==> src/rtl/pllsrch_pkg.sv <==
package pllsrch_pkg;

  typedef enum logic [2:0] {
    S_IDLE, S_EVAL, S_WAIT1, S_WAIT2, S_ADV, S_FIN
  } state_t;

  typedef struct packed {
    logic [17:0] ref_khz;
    logic [7:0]  m_lo;
    logic [7:0]  m_hi;
    logic [3:0]  p1_lo;
    logic [3:0]  p1_hi;
  } lims_t;

  // serial-output mode constants
  localparam int SER_REF_KHZ = 96000;
  localparam int SER_M_LO    = 80;
  localparam int SER_M_HI    = 137;
  localparam int SER_N_LO    = 3;
  localparam int SER_N_HI    = 7;
  localparam int SER_P1_LO   = 1;
  localparam int SER_P1_HI   = 2;
  localparam int SER_POST    = 10;
  localparam int VCO_MIN_KHZ = 1400000;
  localparam int VCO_MAX_KHZ = 2800000;
  localparam int SER_ERR_INIT = 100000;
  localparam int REL_SCALE   = 10000;
  localparam int PANEL_PRE   = 14;
  localparam int PANEL_M_BASE = 10;
  localparam int MCODE_LEN   = 26;

  // panel limits per core-frequency selection
  function automatic lims_t panel_lims(input logic [1:0] sel);
    lims_t l;
    case (sel)
      2'd0:    l = '{ref_khz: 18'd100000, m_lo: 8'd20, m_hi: 8'd34, p1_lo: 4'd2, p1_hi: 4'd8};
      2'd1:    l = '{ref_khz: 18'd166000, m_lo: 8'd12, m_hi: 8'd20, p1_lo: 4'd2, p1_hi: 4'd7};
      default: l = '{ref_khz: 18'd200000, m_lo: 8'd10, m_hi: 8'd17, p1_lo: 4'd2, p1_hi: 4'd8};
    endcase
    return l;
  endfunction

  // m code sequence for panel encoding: 6-bit right-shifting register
  function automatic logic [5:0] mcode(input int idx);
    logic [5:0] s;
    s = 6'h2B;
    for (int i = 0; i < MCODE_LEN; i++) begin
      if (i < idx) s = {s[5] ^ s[0], s[5:1]};
    end
    return s;
  endfunction

endpackage

==> src/rtl/pllsrch_div.sv <==
module pllsrch_div #(
  parameter int W = 32
) (
  input  logic         clk,
  input  logic         rst_n,
  input  logic         go,
  input  logic [W-1:0] num,
  input  logic [W-1:0] den,
  output logic         busy,
  output logic         ok,
  output logic [W-1:0] quo
);
  localparam int CW = $clog2(W + 1);

  logic [W-1:0]  acc;
  logic [W-1:0]  dv;
  logic [CW-1:0] cnt;
  logic          run;
  logic [W:0]    trial;

  assign trial = {acc, quo[W-1]} - {1'b0, dv};
  assign busy  = run;

  always_ff @(posedge clk) begin
    if (!rst_n) begin
      acc <= '0;
      dv  <= '0;
      quo <= '0;
      cnt <= '0;
      run <= 1'b0;
      ok  <= 1'b0;
    end else begin
      ok <= 1'b0;
      if (go) begin
        acc <= '0;
        dv  <= den;
        quo <= num;
        cnt <= CW'(W);
        run <= 1'b1;
      end else if (run) begin
        if (!trial[W]) begin
          acc <= trial[W-1:0];
          quo <= {quo[W-2:0], 1'b1};
        end else begin
          acc <= {acc[W-2:0], quo[W-1]};
          quo <= {quo[W-2:0], 1'b0};
        end
        cnt <= cnt - 1'b1;
        if (cnt == CW'(1)) begin
          run <= 1'b0;
          ok  <= 1'b1;
        end
      end
    end
  end
endmodule

==> src/rtl/pllsrch_enc.sv <==
module pllsrch_enc #(
  parameter int WORD_W = 32
) (
  input  logic              serial,
  input  logic              have,
  input  logic [7:0]        m,
  input  logic [2:0]        n,
  input  logic [3:0]        p1,
  output logic [WORD_W-1:0] div_word,
  output logic [WORD_W-1:0] ctl_word
);
  import pllsrch_pkg::*;

  always_comb begin
    div_word = '0;
    ctl_word = '0;
    if (have) begin
      // panel: bit 17+(p1-2); serial: bit 16+(p1-1); both land on bit 15+p1
      ctl_word = WORD_W'(1) << (5'(p1) + 5'd15);
      if (serial)
        div_word = (WORD_W'(1) << (5'(n) + 5'd15)) | WORD_W'(m - 8'd2);
      else
        div_word = WORD_W'(mcode(int'(m) - PANEL_M_BASE)) << 8;
    end
  end
endmodule

==> src/rtl/pllsrch_top.sv <==
module pllsrch_top #(
  parameter int TGT_W = 18
) (
  input  logic             clk,
  input  logic             rst_n,
  input  logic             start,
  input  logic [TGT_W-1:0] target_khz,
  input  logic             serial_mode,
  input  logic [1:0]       core_sel,
  output logic             busy,
  output logic             done,
  output logic             found,
  output logic [31:0]      div_word,
  output logic [31:0]      ctl_word
);
  import pllsrch_pkg::*;

  localparam int DIV_W  = TGT_W + 14;
  localparam int EW     = DIV_W + 2;
  localparam int WORD_W = 32;

  state_t                st;
  logic [TGT_W-1:0]      tgt_q;
  logic                  ser_q;
  lims_t                 lim_q;
  lims_t                 new_lim;
  logic [7:0]            m_q, bm;
  logic [2:0]            n_q, bn;
  logic [3:0]            p1_q, bp;
  logic signed [EW-1:0]  best_err;
  logic                  have_q;
  logic                  brk_q;

  // active loop limits
  logic [7:0] m_hi_w;
  logic [3:0] p1_lo_w, p1_hi_w;
  assign new_lim = panel_lims(core_sel);
  assign m_hi_w  = ser_q ? 8'(SER_M_HI)  : lim_q.m_hi;
  assign p1_lo_w = ser_q ? 4'(SER_P1_LO) : lim_q.p1_lo;
  assign p1_hi_w = ser_q ? 4'(SER_P1_HI) : lim_q.p1_hi;

  // VCO window check (serial)
  logic [DIV_W-1:0] vco_w;
  logic             vco_hi, vco_lo;
  assign vco_w  = DIV_W'(tgt_q) * DIV_W'(p1_q) * DIV_W'(SER_POST);
  assign vco_hi = vco_w > DIV_W'(VCO_MAX_KHZ);
  assign vco_lo = vco_w < DIV_W'(VCO_MIN_KHZ);

  // divider
  logic             div_go, div_busy, div_ok;
  logic [DIV_W-1:0] div_num, div_den, div_q;
  logic [DIV_W-1:0] pnum, pden, snum1, sden1, snum2;

  assign pnum  = DIV_W'(lim_q.ref_khz) * DIV_W'(m_q);
  assign pden  = DIV_W'(PANEL_PRE) * DIV_W'(p1_q);
  assign snum1 = DIV_W'(SER_REF_KHZ) * DIV_W'(m_q);
  assign sden1 = DIV_W'(n_q) * DIV_W'(p1_q) * DIV_W'(SER_POST);
  assign snum2 = DIV_W'(tgt_q) * DIV_W'(REL_SCALE);

  assign div_go  = (st == S_EVAL && (!ser_q || (!vco_hi && !vco_lo))) ||
                   (st == S_WAIT1 && ser_q && div_ok);
  assign div_num = (st == S_WAIT1) ? snum2 : (ser_q ? snum1 : pnum);
  assign div_den = (st == S_WAIT1) ? div_q : (ser_q ? sden1 : pden);

  pllsrch_div #(.W(DIV_W)) u_div (
    .clk  (clk),
    .rst_n(rst_n),
    .go   (div_go),
    .num  (div_num),
    .den  (div_den),
    .busy (div_busy),
    .ok   (div_ok),
    .quo  (div_q)
  );

  // candidate scoring
  logic signed [EW-1:0] q_s, t_s, err_raw, err_abs;
  logic                 cand_judge, cand_abandon, cand_improve;
  assign q_s     = $signed({2'b00, div_q});
  assign t_s     = $signed(EW'(tgt_q));
  assign err_raw = ser_q ? ($signed(EW'(REL_SCALE)) - q_s) : (q_s - t_s);
  assign err_abs = (err_raw < 0) ? -err_raw : err_raw;
  assign cand_judge   = div_ok && ((st == S_WAIT1 && !ser_q) || st == S_WAIT2);
  assign cand_abandon = div_ok && st == S_WAIT2 && (err_raw < -best_err);
  assign cand_improve = cand_judge && !cand_abandon && (err_abs < best_err);

  // loop advance
  logic p1_end, n_end, m_end;
  assign p1_end = brk_q || (p1_q == p1_hi_w);
  assign n_end  = !ser_q || (n_q == 3'(SER_N_HI));
  assign m_end  = (m_q == m_hi_w) || (ser_q && best_err == '0);

  // encoding of winner
  logic [WORD_W-1:0] enc_div, enc_ctl;
  pllsrch_enc #(.WORD_W(WORD_W)) u_enc (
    .serial  (ser_q),
    .have    (have_q),
    .m       (bm),
    .n       (bn),
    .p1      (bp),
    .div_word(enc_div),
    .ctl_word(enc_ctl)
  );

  assign busy = (st != S_IDLE);

  always_ff @(posedge clk) begin
    if (!rst_n) begin
      st       <= S_IDLE;
      tgt_q    <= '0;
      ser_q    <= 1'b0;
      lim_q    <= '0;
      m_q      <= '0;
      n_q      <= '0;
      p1_q     <= '0;
      best_err <= '0;
      bm       <= '0;
      bn       <= '0;
      bp       <= '0;
      have_q   <= 1'b0;
      brk_q    <= 1'b0;
      done     <= 1'b0;
      found    <= 1'b0;
      div_word <= '0;
      ctl_word <= '0;
    end else begin
      done <= 1'b0;
      case (st)
        S_IDLE: if (start) begin
          tgt_q    <= target_khz;
          ser_q    <= serial_mode;
          lim_q    <= new_lim;
          m_q      <= serial_mode ? 8'(SER_M_LO) : new_lim.m_lo;
          p1_q     <= serial_mode ? 4'(SER_P1_LO) : new_lim.p1_lo;
          n_q      <= 3'(SER_N_LO);
          best_err <= serial_mode ? EW'(SER_ERR_INIT) : EW'(target_khz);
          bm       <= '0;
          bn       <= '0;
          bp       <= '0;
          have_q   <= 1'b0;
          brk_q    <= 1'b0;
          st       <= S_EVAL;
        end
        S_EVAL: begin
          if (ser_q && vco_hi) begin
            brk_q <= 1'b1;
            st    <= S_ADV;
          end else if (ser_q && vco_lo) begin
            brk_q <= 1'b0;
            st    <= S_ADV;
          end else begin
            st <= S_WAIT1;
          end
        end
        S_WAIT1: if (div_ok) begin
          if (ser_q) st <= S_WAIT2;
          else begin
            brk_q <= 1'b0;
            st    <= S_ADV;
          end
        end
        S_WAIT2: if (div_ok) begin
          brk_q <= cand_abandon;
          st    <= S_ADV;
        end
        S_ADV: begin
          brk_q <= 1'b0;
          if (!p1_end) begin
            p1_q <= p1_q + 4'd1;
            st   <= S_EVAL;
          end else begin
            p1_q <= p1_lo_w;
            if (!n_end) begin
              n_q <= n_q + 3'd1;
              st  <= S_EVAL;
            end else begin
              n_q <= 3'(SER_N_LO);
              if (m_end) st <= S_FIN;
              else begin
                m_q <= m_q + 8'd1;
                st  <= S_EVAL;
              end
            end
          end
        end
        S_FIN: begin
          found    <= ser_q ? (best_err == '0) : (best_err != EW'(tgt_q));
          div_word <= enc_div;
          ctl_word <= enc_ctl;
          done     <= 1'b1;
          st       <= S_IDLE;
        end
        default: st <= S_IDLE;
      endcase
      if (cand_improve) begin
        best_err <= err_abs;
        bm       <= m_q;
        bn       <= n_q;
        bp       <= p1_q;
        have_q   <= 1'b1;
      end
    end
  end
endmodule

==> config.mk <==
export PLATFORM = sky130hd
export DESIGN_NAME = pllsrch_top
export DESIGN_NICKNAME = d
export VERILOG_FILES = /design/src/rtl/pllsrch_pkg.sv /design/src/rtl/pllsrch_div.sv /design/src/rtl/pllsrch_enc.sv /design/src/rtl/pllsrch_top.sv
export SDC_FILE = /design/constraint.sdc
export NUM_CORES = 2
export LEC_CHECK = 0
export BUFFER_PORTS_ARGS = -buffer_cell sky130_fd_sc_hd__buf_2
export CORE_ASPECT_RATIO = 0.5
export CORE_MARGIN = 4
export CORE_UTILIZATION = 60
export DETAILED_ROUTE_END_ITERATION = 8
export GPL_TIMING_DRIVEN = 1
export HOLD_SLACK_MARGIN = 0.08
export PLACE_DENSITY = 0.87
export SYNTH_ARGS = -nofsm -noshare
export SYNTH_HDL_FRONTEND = slang
export SYNTH_SLANG_ARGS = --single-unit
==> constraint.sdc <==
create_clock -name clk -period 10.3 [get_ports clk]
set_input_delay 0.515 -clock clk [delete_from_list [all_inputs] [get_ports clk]]
set_output_delay 0.515 -clock clk [all_outputs]
set_load 0.01 [all_outputs]
* After elaboration in Yosys (flattened, before gate mapping)
Index checks and enable logic that the tools add are counted.
** Operators by class
- Reductions and logical operators :: 41
- Bitwise operators :: 28
- $add $sub $neg :: 13
- Multiply operators :: 8
- $lt $le $gt $ge :: 31
- Shift-type cells :: 2
- Mux-type cells :: 147
- Eq/ne operators :: 19
** Operator list (number)
- two-way mux 6 bit :: 78
- less-than comparator 6 x 32 -> 1 bit, first input constant :: 10
- less-than comparator 5 x 32 -> 1 bit, first input constant :: 8
- two-way mux 32 bit :: 8
- two-way mux 34 bit :: 5
- less-than comparator 4 x 32 -> 1 bit, first input constant :: 4
- case mux 42 bit (2 select lines) :: 1
- two-way mux 8 bit :: 9
- less-than comparator 34 bit :: 2
- negation 34 bit :: 2
- less-than comparator 3 x 32 -> 1 bit, first input constant :: 2
- << shifter 1 x 5 -> 32 bit, first input constant :: 2
- two-way mux 3 bit :: 15
- logical NOT 34 bit :: 1
- less-than comparator 34 x 1 -> 1 bit, second input constant :: 1
- inequality test 34 x 18 -> 1 bit :: 1
- subtractor 14 x 32 -> 33 bit, first input constant :: 1
- subtractor 32 x 18 -> 33 bit :: 1
- subtractor 33 x 32 -> 33 bit :: 1
- less-than comparator 1 x 32 -> 1 bit, first input constant :: 1
- less-than comparator 2 x 32 -> 1 bit, first input constant :: 1
- two-way mux 4 bit :: 8
- bitwise OR 32 bit :: 1
- multiplier 18 x 10 -> 28 bit, second input constant :: 1
- other kinds (52) :: 125
** Word-level totals
- Register bits after elaboration :: 292
- Word-level logic and storage cells :: 316
- Output and inout port bits :: 67

* Depth between registers and ports, before layout
- Word-level depth :: 105
- Mapped depth :: 43

* Cells and area by module
A second synthesis with hierarchy kept.
** Second synthesis, totals
- Cell total of the unflattened synthesis :: 4420
- Area, all modules :: 33621.0 um^2
** By module, submodules not included
- pllsrch_top :: cells an instance 3048, times used 1, area an instance 23487.5 um^2
- pllsrch_div :: cells an instance 769, times used 1, area an instance 6184.7 um^2
- pllsrch_enc :: cells an instance 603, times used 1, area an instance 3948.8 um^2

* Worst setup path before layout
Ideal clock, no wire load.
- Path type :: reg-to-reg
- Start :: register p1_q[2]
- End :: register u_div.dv[19]
- Arrival time :: 7784 ps
- Cell stages (with the launch flop) :: 34
- Period minus slack after synthesis :: 7901 ps
- Path slack :: 2399 ps
- Data required time :: 10183 ps
- Path through :: dfxtp_1 clkbuf_1 clkbuf_1 nand2_1 fa_1 fa_1 fa_1 inv_1 a21oi_1 o21ai_0 a21oi_1 o21ai_0 a21oi_1 o21ai_0 a21oi_1 o21ai_0 a21oi_1 o21ai_0 a21o_1 a21o_1 a21o_1 a21o_1 xor2_1 ha_1 ha_1 or3_1 or4_1 a221oi_1 o2111ai_1 a21boi_0 clkbuf_1 nor3_1 clkbuf_1 a32o_1
** Between the ends
- Cells in the longest elaborated chain, start to end :: 8
- Elaborated cells between the ends (all ways) :: 10
- Those cells by class :: mul: 2; order compare: 2; reduce/logical: 6
** Ends and longest elaborated chain
- from (decl) :: RTL line pllsrch_top.sv:29 : logic [3:0] p1_q, bp;
- from (signal assigned) :: RTL line pllsrch_top.sv:134 : p1_q <= serial_mode ? 4'(SER_P1_LO) : new_lim.p1_lo;
- from (signal assigned) :: RTL line pllsrch_top.sv:169 : p1_q <= p1_q + 4'd1;
- from (signal assigned) :: RTL line pllsrch_top.sv:172 : p1_q <= p1_lo_w;
- multiplier 18 x 4 -> 22 bit (*) :: RTL line pllsrch_top.sv:45 : assign vco_w = DIV_W'(tgt_q) * DIV_W'(p1_q) * DIV_W'(SER_POST);
- multiplier 22 x 3 -> 25 bit (*) :: RTL line pllsrch_top.sv:45
- > comparator 26 x 22 -> 1 bit or less-than comparator 26 x 21 -> 1 bit (tied branches) :: RTL line pllsrch_top.sv:46, pllsrch_top.sv:47
- logical NOT 1 bit :: RTL line pllsrch_top.sv:60 : assign div_go = (st == S_EVAL && (!ser_q || (!vco_hi && !vco_lo))) ||
- logical AND 1 bit (*) :: RTL line pllsrch_top.sv:60
- logical OR 1 bit (*) :: RTL line pllsrch_top.sv:60
- logical AND 1 bit (*) :: RTL line pllsrch_top.sv:60
- logical OR 1 bit (*) :: RTL line pllsrch_top.sv:60
- to (signal assigned) :: RTL line pllsrch_div.sv:36 : dv <= den;
- to (decl) :: RTL line pllsrch_div.sv:16 : logic [W-1:0] dv;
Every way passes the cells marked *; elsewhere a longest branch is shown, timed or not.
A chain may end at the register's enable or synchronous reset.

* Worst setup path after layout
- Start :: register tgt_q[1]
- End :: register u_div.dv[13]
** Between the ends
- Cells in the longest elaborated chain, start to end :: 8
- Elaborated cells between the ends (all ways) :: 10
- Those cells by class :: mul: 2; order compare: 2; reduce/logical: 6
** Ends and longest elaborated chain
- from (decl) :: RTL line pllsrch_top.sv:23 : logic [TGT_W-1:0] tgt_q;
- from (signal assigned) :: RTL line pllsrch_top.sv:130 : tgt_q <= target_khz;
- multiplier 18 x 4 -> 22 bit (*) :: RTL line pllsrch_top.sv:45
- multiplier 22 x 3 -> 25 bit (*) :: RTL line pllsrch_top.sv:45
- > comparator 26 x 22 -> 1 bit or less-than comparator 26 x 21 -> 1 bit (tied branches) :: RTL line pllsrch_top.sv:46, pllsrch_top.sv:47
- logical NOT 1 bit :: RTL line pllsrch_top.sv:60
- logical AND 1 bit (*) :: RTL line pllsrch_top.sv:60
- logical OR 1 bit (*) :: RTL line pllsrch_top.sv:60
- logical AND 1 bit (*) :: RTL line pllsrch_top.sv:60
- logical OR 1 bit (*) :: RTL line pllsrch_top.sv:60
Marked as above.

==> summary by stage <==
Clock tree
The H-tree depth reported by CTS is 1. The clock reaches the later pin of the worst-skew pair after 580 ps. The maximum clock path buffer count is 3. In this run, post-CTS hold repair placed 0 buffers. Once the clock tree was built, the resizer swapped 0 gates to a different size. The root buffer cell chosen for the clock tree is clkbuf_16.

TritonCTS built the clock tree. The clock slew seen by the registers of the worst setup and hold paths is 60 ps. The tree built by TritonCTS fans out to 265 sinks. The TritonCTS buffer count is 27. Buffers added to address setup during post-CTS repair amount to 0.

STA
The setup TNS is 0 ps. The clock arrives with 25.13 ps of skew. The clock period minus final worst setup slack is 9507 ps. The normalized max-slew margin is 0.1849. The count of final max-slew check failures is 0. The maximum frequency from static timing analysis is 0.1052 GHz. The post-route clock period utilization is 0.9230. The hold violation count in the final report is 0. Setup violations remaining at the end of the flow were counted as 0.

At the pin with the least slew margin, the transition time is 1220 ps. Setup repair after global routing left no endpoint under its margin.

Setup path
Along the worst path, the maximum fanout reaches 31. The number of cell instances on the worst register-to-register path is 31. STA classifies the critical path endpoint as a flop.

The launch point of the worst reg-to-reg path is tgt_q[1]. The capture point of the worst reg-to-reg path is u_div.dv[13]. The required time at the worst-slack endpoint is 10750 ps. The slowest library cell on the worst path is nand2_1. In this run the worst setup path begins at tgt_q[1]. The worst setup path is launched from a flop. On the worst path, the slowest cell contributes a delay of 830 ps.

The data arrival at the endpoint of the critical path is 9960 ps. The register-to-register path setup slack is 790 ps. The class of the most critical setup path is reg -> reg.

GRT
The wire length of the first global-routing pass is 145.0 mm. The layer with the highest usage after global routing is met2. The sum of overflow across all layers after global routing is 0. The met1 usage is 0.4436. The via count of the first global-routing pass is 27470.

In the global route stage, overall resource usage came out at 0.3199. The initial antenna violation count was 6. The met2 track demand over resource is 0.5100. The met3 track demand over resource is 0.06070. The maximum number of pins on one net before global-route repair is 70.

Power and ir drop
The leakage power of the design is 15.12 nW. The worst-case IR drop observed on VDD is 0.1475 mV. The share of total power dissipated in the clock network is 0.161. The overall power is 6.433 mW. In this run the power spent charging and discharging nets is 3.116 mW. In this run the power density over the cells is 199.7 mW/mm2. The share of total power in sequential cells is 0.206. Internal power comes to 3.318 mW. The combinational power share is 0.632. Of the total power, the share spent switching nets is 0.4843.

Logic synthesis
Counting flops with an async set or reset pin after synthesis yields a share of 0. The synthesized netlist occupies a cell area of 0.03042 mm2. Of the synthesized area, sequential elements account for 0.1744. The most instantiated flip-flop cell in the synthesis netlist is dfxtp_1.

The synthesized flop and latch total is 265. The count of synthesis-stage warnings from yosys is 0. The number of flops mapped to enable cells by yosys is 0.

Synthesis instantiated 113 different standard cells from the library. Dividing the synthesized area by the synthesized cell count gives 7.931 um2. Synthesis produced a netlist whose cell count is 3835.

Die
The die covers 0.05458 mm2. After floorplanning, the core was sized to cover 0.05015 mm2. For this configuration, the core starts out at a cell density of 0.6065. Measured along the x axis, the die boundary spans 326.4 um. The cell row count is 58. The die span in y is 167.2 um. The top-level port count is 91.

Flow run
Across the run, the number of max-cap violations was 0.

Drt
The detailed router placed 28760 vias in this run. For this block, the routed nets add up to 89.85 mm of wire. Dividing the detail-routed via count by the number of cells gives 6.376. The detail route stage leaves a number of antenna-violating nets equal to 0. In this run, the number of DRC markers left after iteration 0 of detailed routing was 3466. The first-pass iteration count of the detailed router is 9. The routed wirelength normalized by instance count is 19.92 um. After detailed routing, the number of remaining DRC violations is 29.

Placed design
After detailed placement, the total cell area comes to 0.03128 mm2. Summed over all nets, the half-perimeter wirelength after detailed placement is 69.25 mm. The count of buffers from port buffering is 90. The global placer's final weighted congestion is 0.9944.

Outcome
The flow ran to the end, but the final reports show violations. The checks that failed: design-rule violations.

Cells and area
The fraction of final layout cells sized beyond drive strength 1 is 0.06576. Summing all multi-input logic gate instances after layout gives 0.02261 mm2. The layout has 4097 filler cells. The post-route cell area is 0.03221 mm2. The sequential standard cell area is 0.005313 mm2.

Measured on the finished design, the core utilization comes to 0.6423. The final layout contains 4363 nets. Compared with the post-synthesis result, the final layout area differs by 5.891%.

Worst hold path
The worst hold path was traced through 2 stages. The class of the tightest hold or removal check is in -> reg. The hold path startpoint is core_sel[0]. The worst hold path terminates at lim_q[40].
[synthesized netlist by cell type (all sizes together) (38+ instances only)]
cell | instances | share of area
a21oi | 245 | 0.041
mux2i | 40 | 0.013
ha | 386 | 0.16
fa | 156 | 0.10
nor2b | 52 | 0.011
nor2 | 271 | 0.034
and2 | 78 | 0.016
clkbuf | 173 | 0.021
nand3 | 85 | 0.014
inv | 468 | 0.058
nand4 | 38 | 0.0080
o21ai | 191 | 0.032
a21o | 55 | 0.014
a211oi | 70 | 0.018
a31oi | 48 | 0.010
xor2 | 62 | 0.018
nor3 | 107 | 0.018
nand2 | 309 | 0.038
dfxtp | 265 | 0.17
xnor2 | 162 | 0.048
[worst max-delay path, delay by kind of cell, from the launching register on]
family	cells	cell delay, ps
fa+ha+maj	5	2070
xor+xnor	2	380
flops	1	720
compound gates	18	4780
simple gates	5	1320
buf+inv	1	60
[power by group through the flow]
stage          Combinational, mW  Sequential (mW)  Clock (mW)
2_1_floorplan               3.04             1.21           0
3_3_place_gp                3.80             1.33           0
3_5_place_dp                3.94             1.33           0
4_1_cts                     3.98             1.31        1.04
5_1_grt                     4.49             1.33        1.08
6_report                    4.07             1.33        1.04
[logic make-up after synthesis]
kind of cell | synth area share
AND/OR/NAND/NOR | 0.1774
flip-flops | 0.1744
other | 0.0001233
buffers and inverters | 0.08314
AO/OA/AOI/OAI | 0.2237
multiplexers | 0.01353
adder cells (fa/ha/maj) | 0.2615
XOR/XNOR | 0.06623
[sequential cells by signal, summed over array words and instances, names as in the netlist, 4 cells and up]
name and flops:
div_word 32, best_err 34, ctl_word 32, m_q 8, tgt_q 18, u_div.cnt 6
u_div.acc 32, u_div.quo 32, p1_q 4, bp 4, u_div.dv 32, bm 8
lim_q 7
[metrics by stage]
stage | setup WS, ps | std cells | hold WS (ps)
after floorplan | 2399 | 3836 | 431.9
after global placement | 1300 | 4458 | 449.2
after detailed placement | 1020 | 4458 | 453.0
after CTS | 943.0 | 4507 | 179.9
after global routing | 147.1 | 4509 | 199.7
final | 792.7 | 4511 | 184.2
[cell usage in the layout (no fill, tap or decap), drive strengths merged, types with 25 or more instances in the layout]
| master | synthesis | routed |
|---|---|---|
| and2 | 78 | 78 |
| a31oi | 48 | 48 |
| nor2 | 271 | 271 |
| o21a | 26 | 26 |
| buf | 22 | 127 |
| o31ai | 29 | 29 |
| and3 | 35 | 35 |
| a22o | 25 | 25 |
| xor2 | 62 | 62 |
| nand2 | 309 | 309 |
| nor3 | 107 | 107 |
| a32o | 25 | 25 |
| dfxtp | 265 | 265 |
| fa | 156 | 156 |
| a21boi | 31 | 31 |
| inv | 468 | 471 |
| a211oi | 70 | 70 |
| nand3 | 85 | 85 |
| a21oi | 245 | 245 |
| nor2b | 52 | 52 |
| nand2b | 35 | 35 |
| a21o | 55 | 55 |
| mux2i | 40 | 40 |
| o211ai | 30 | 30 |
| ha | 386 | 386 |
| xnor2 | 162 | 162 |
| or3 | 26 | 26 |
| nand4 | 38 | 38 |
| o21ai | 191 | 191 |
| clkbuf | 173 | 32 |
[per-layer routing]
metal	wire length, um	vias to the layer above
met2	39280	1531
met4	3138	2
met5	13	-
li1	-	13310
met1	37760	13630
met3	9655	285
[layout make-up]
type | count | share of cell area
Timing Repair Buffer | 127 | 0.02261
Clock inverter | 17 | 0.006060
Sequential cell | 265 | 0.1650
Antenna cell | 4 | 0.0003108
Tap cell | 690 | 0.02681
Clock buffer | 32 | 0.02249
Multi-Input combinational cell | 2907 | 0.7020
Inverter | 469 | 0.05474
[how the worst max path moves through the flow]
stage,end
CTS,u_div.dv[13]
global placement,u_div.dv[29]
finish,u_div.dv[13]
global route,bm[6]
floorplan,u_div.dv[19]
detailed placement,u_div.dv[30]
No activity file was read; power rests on OpenSTA's default activity.
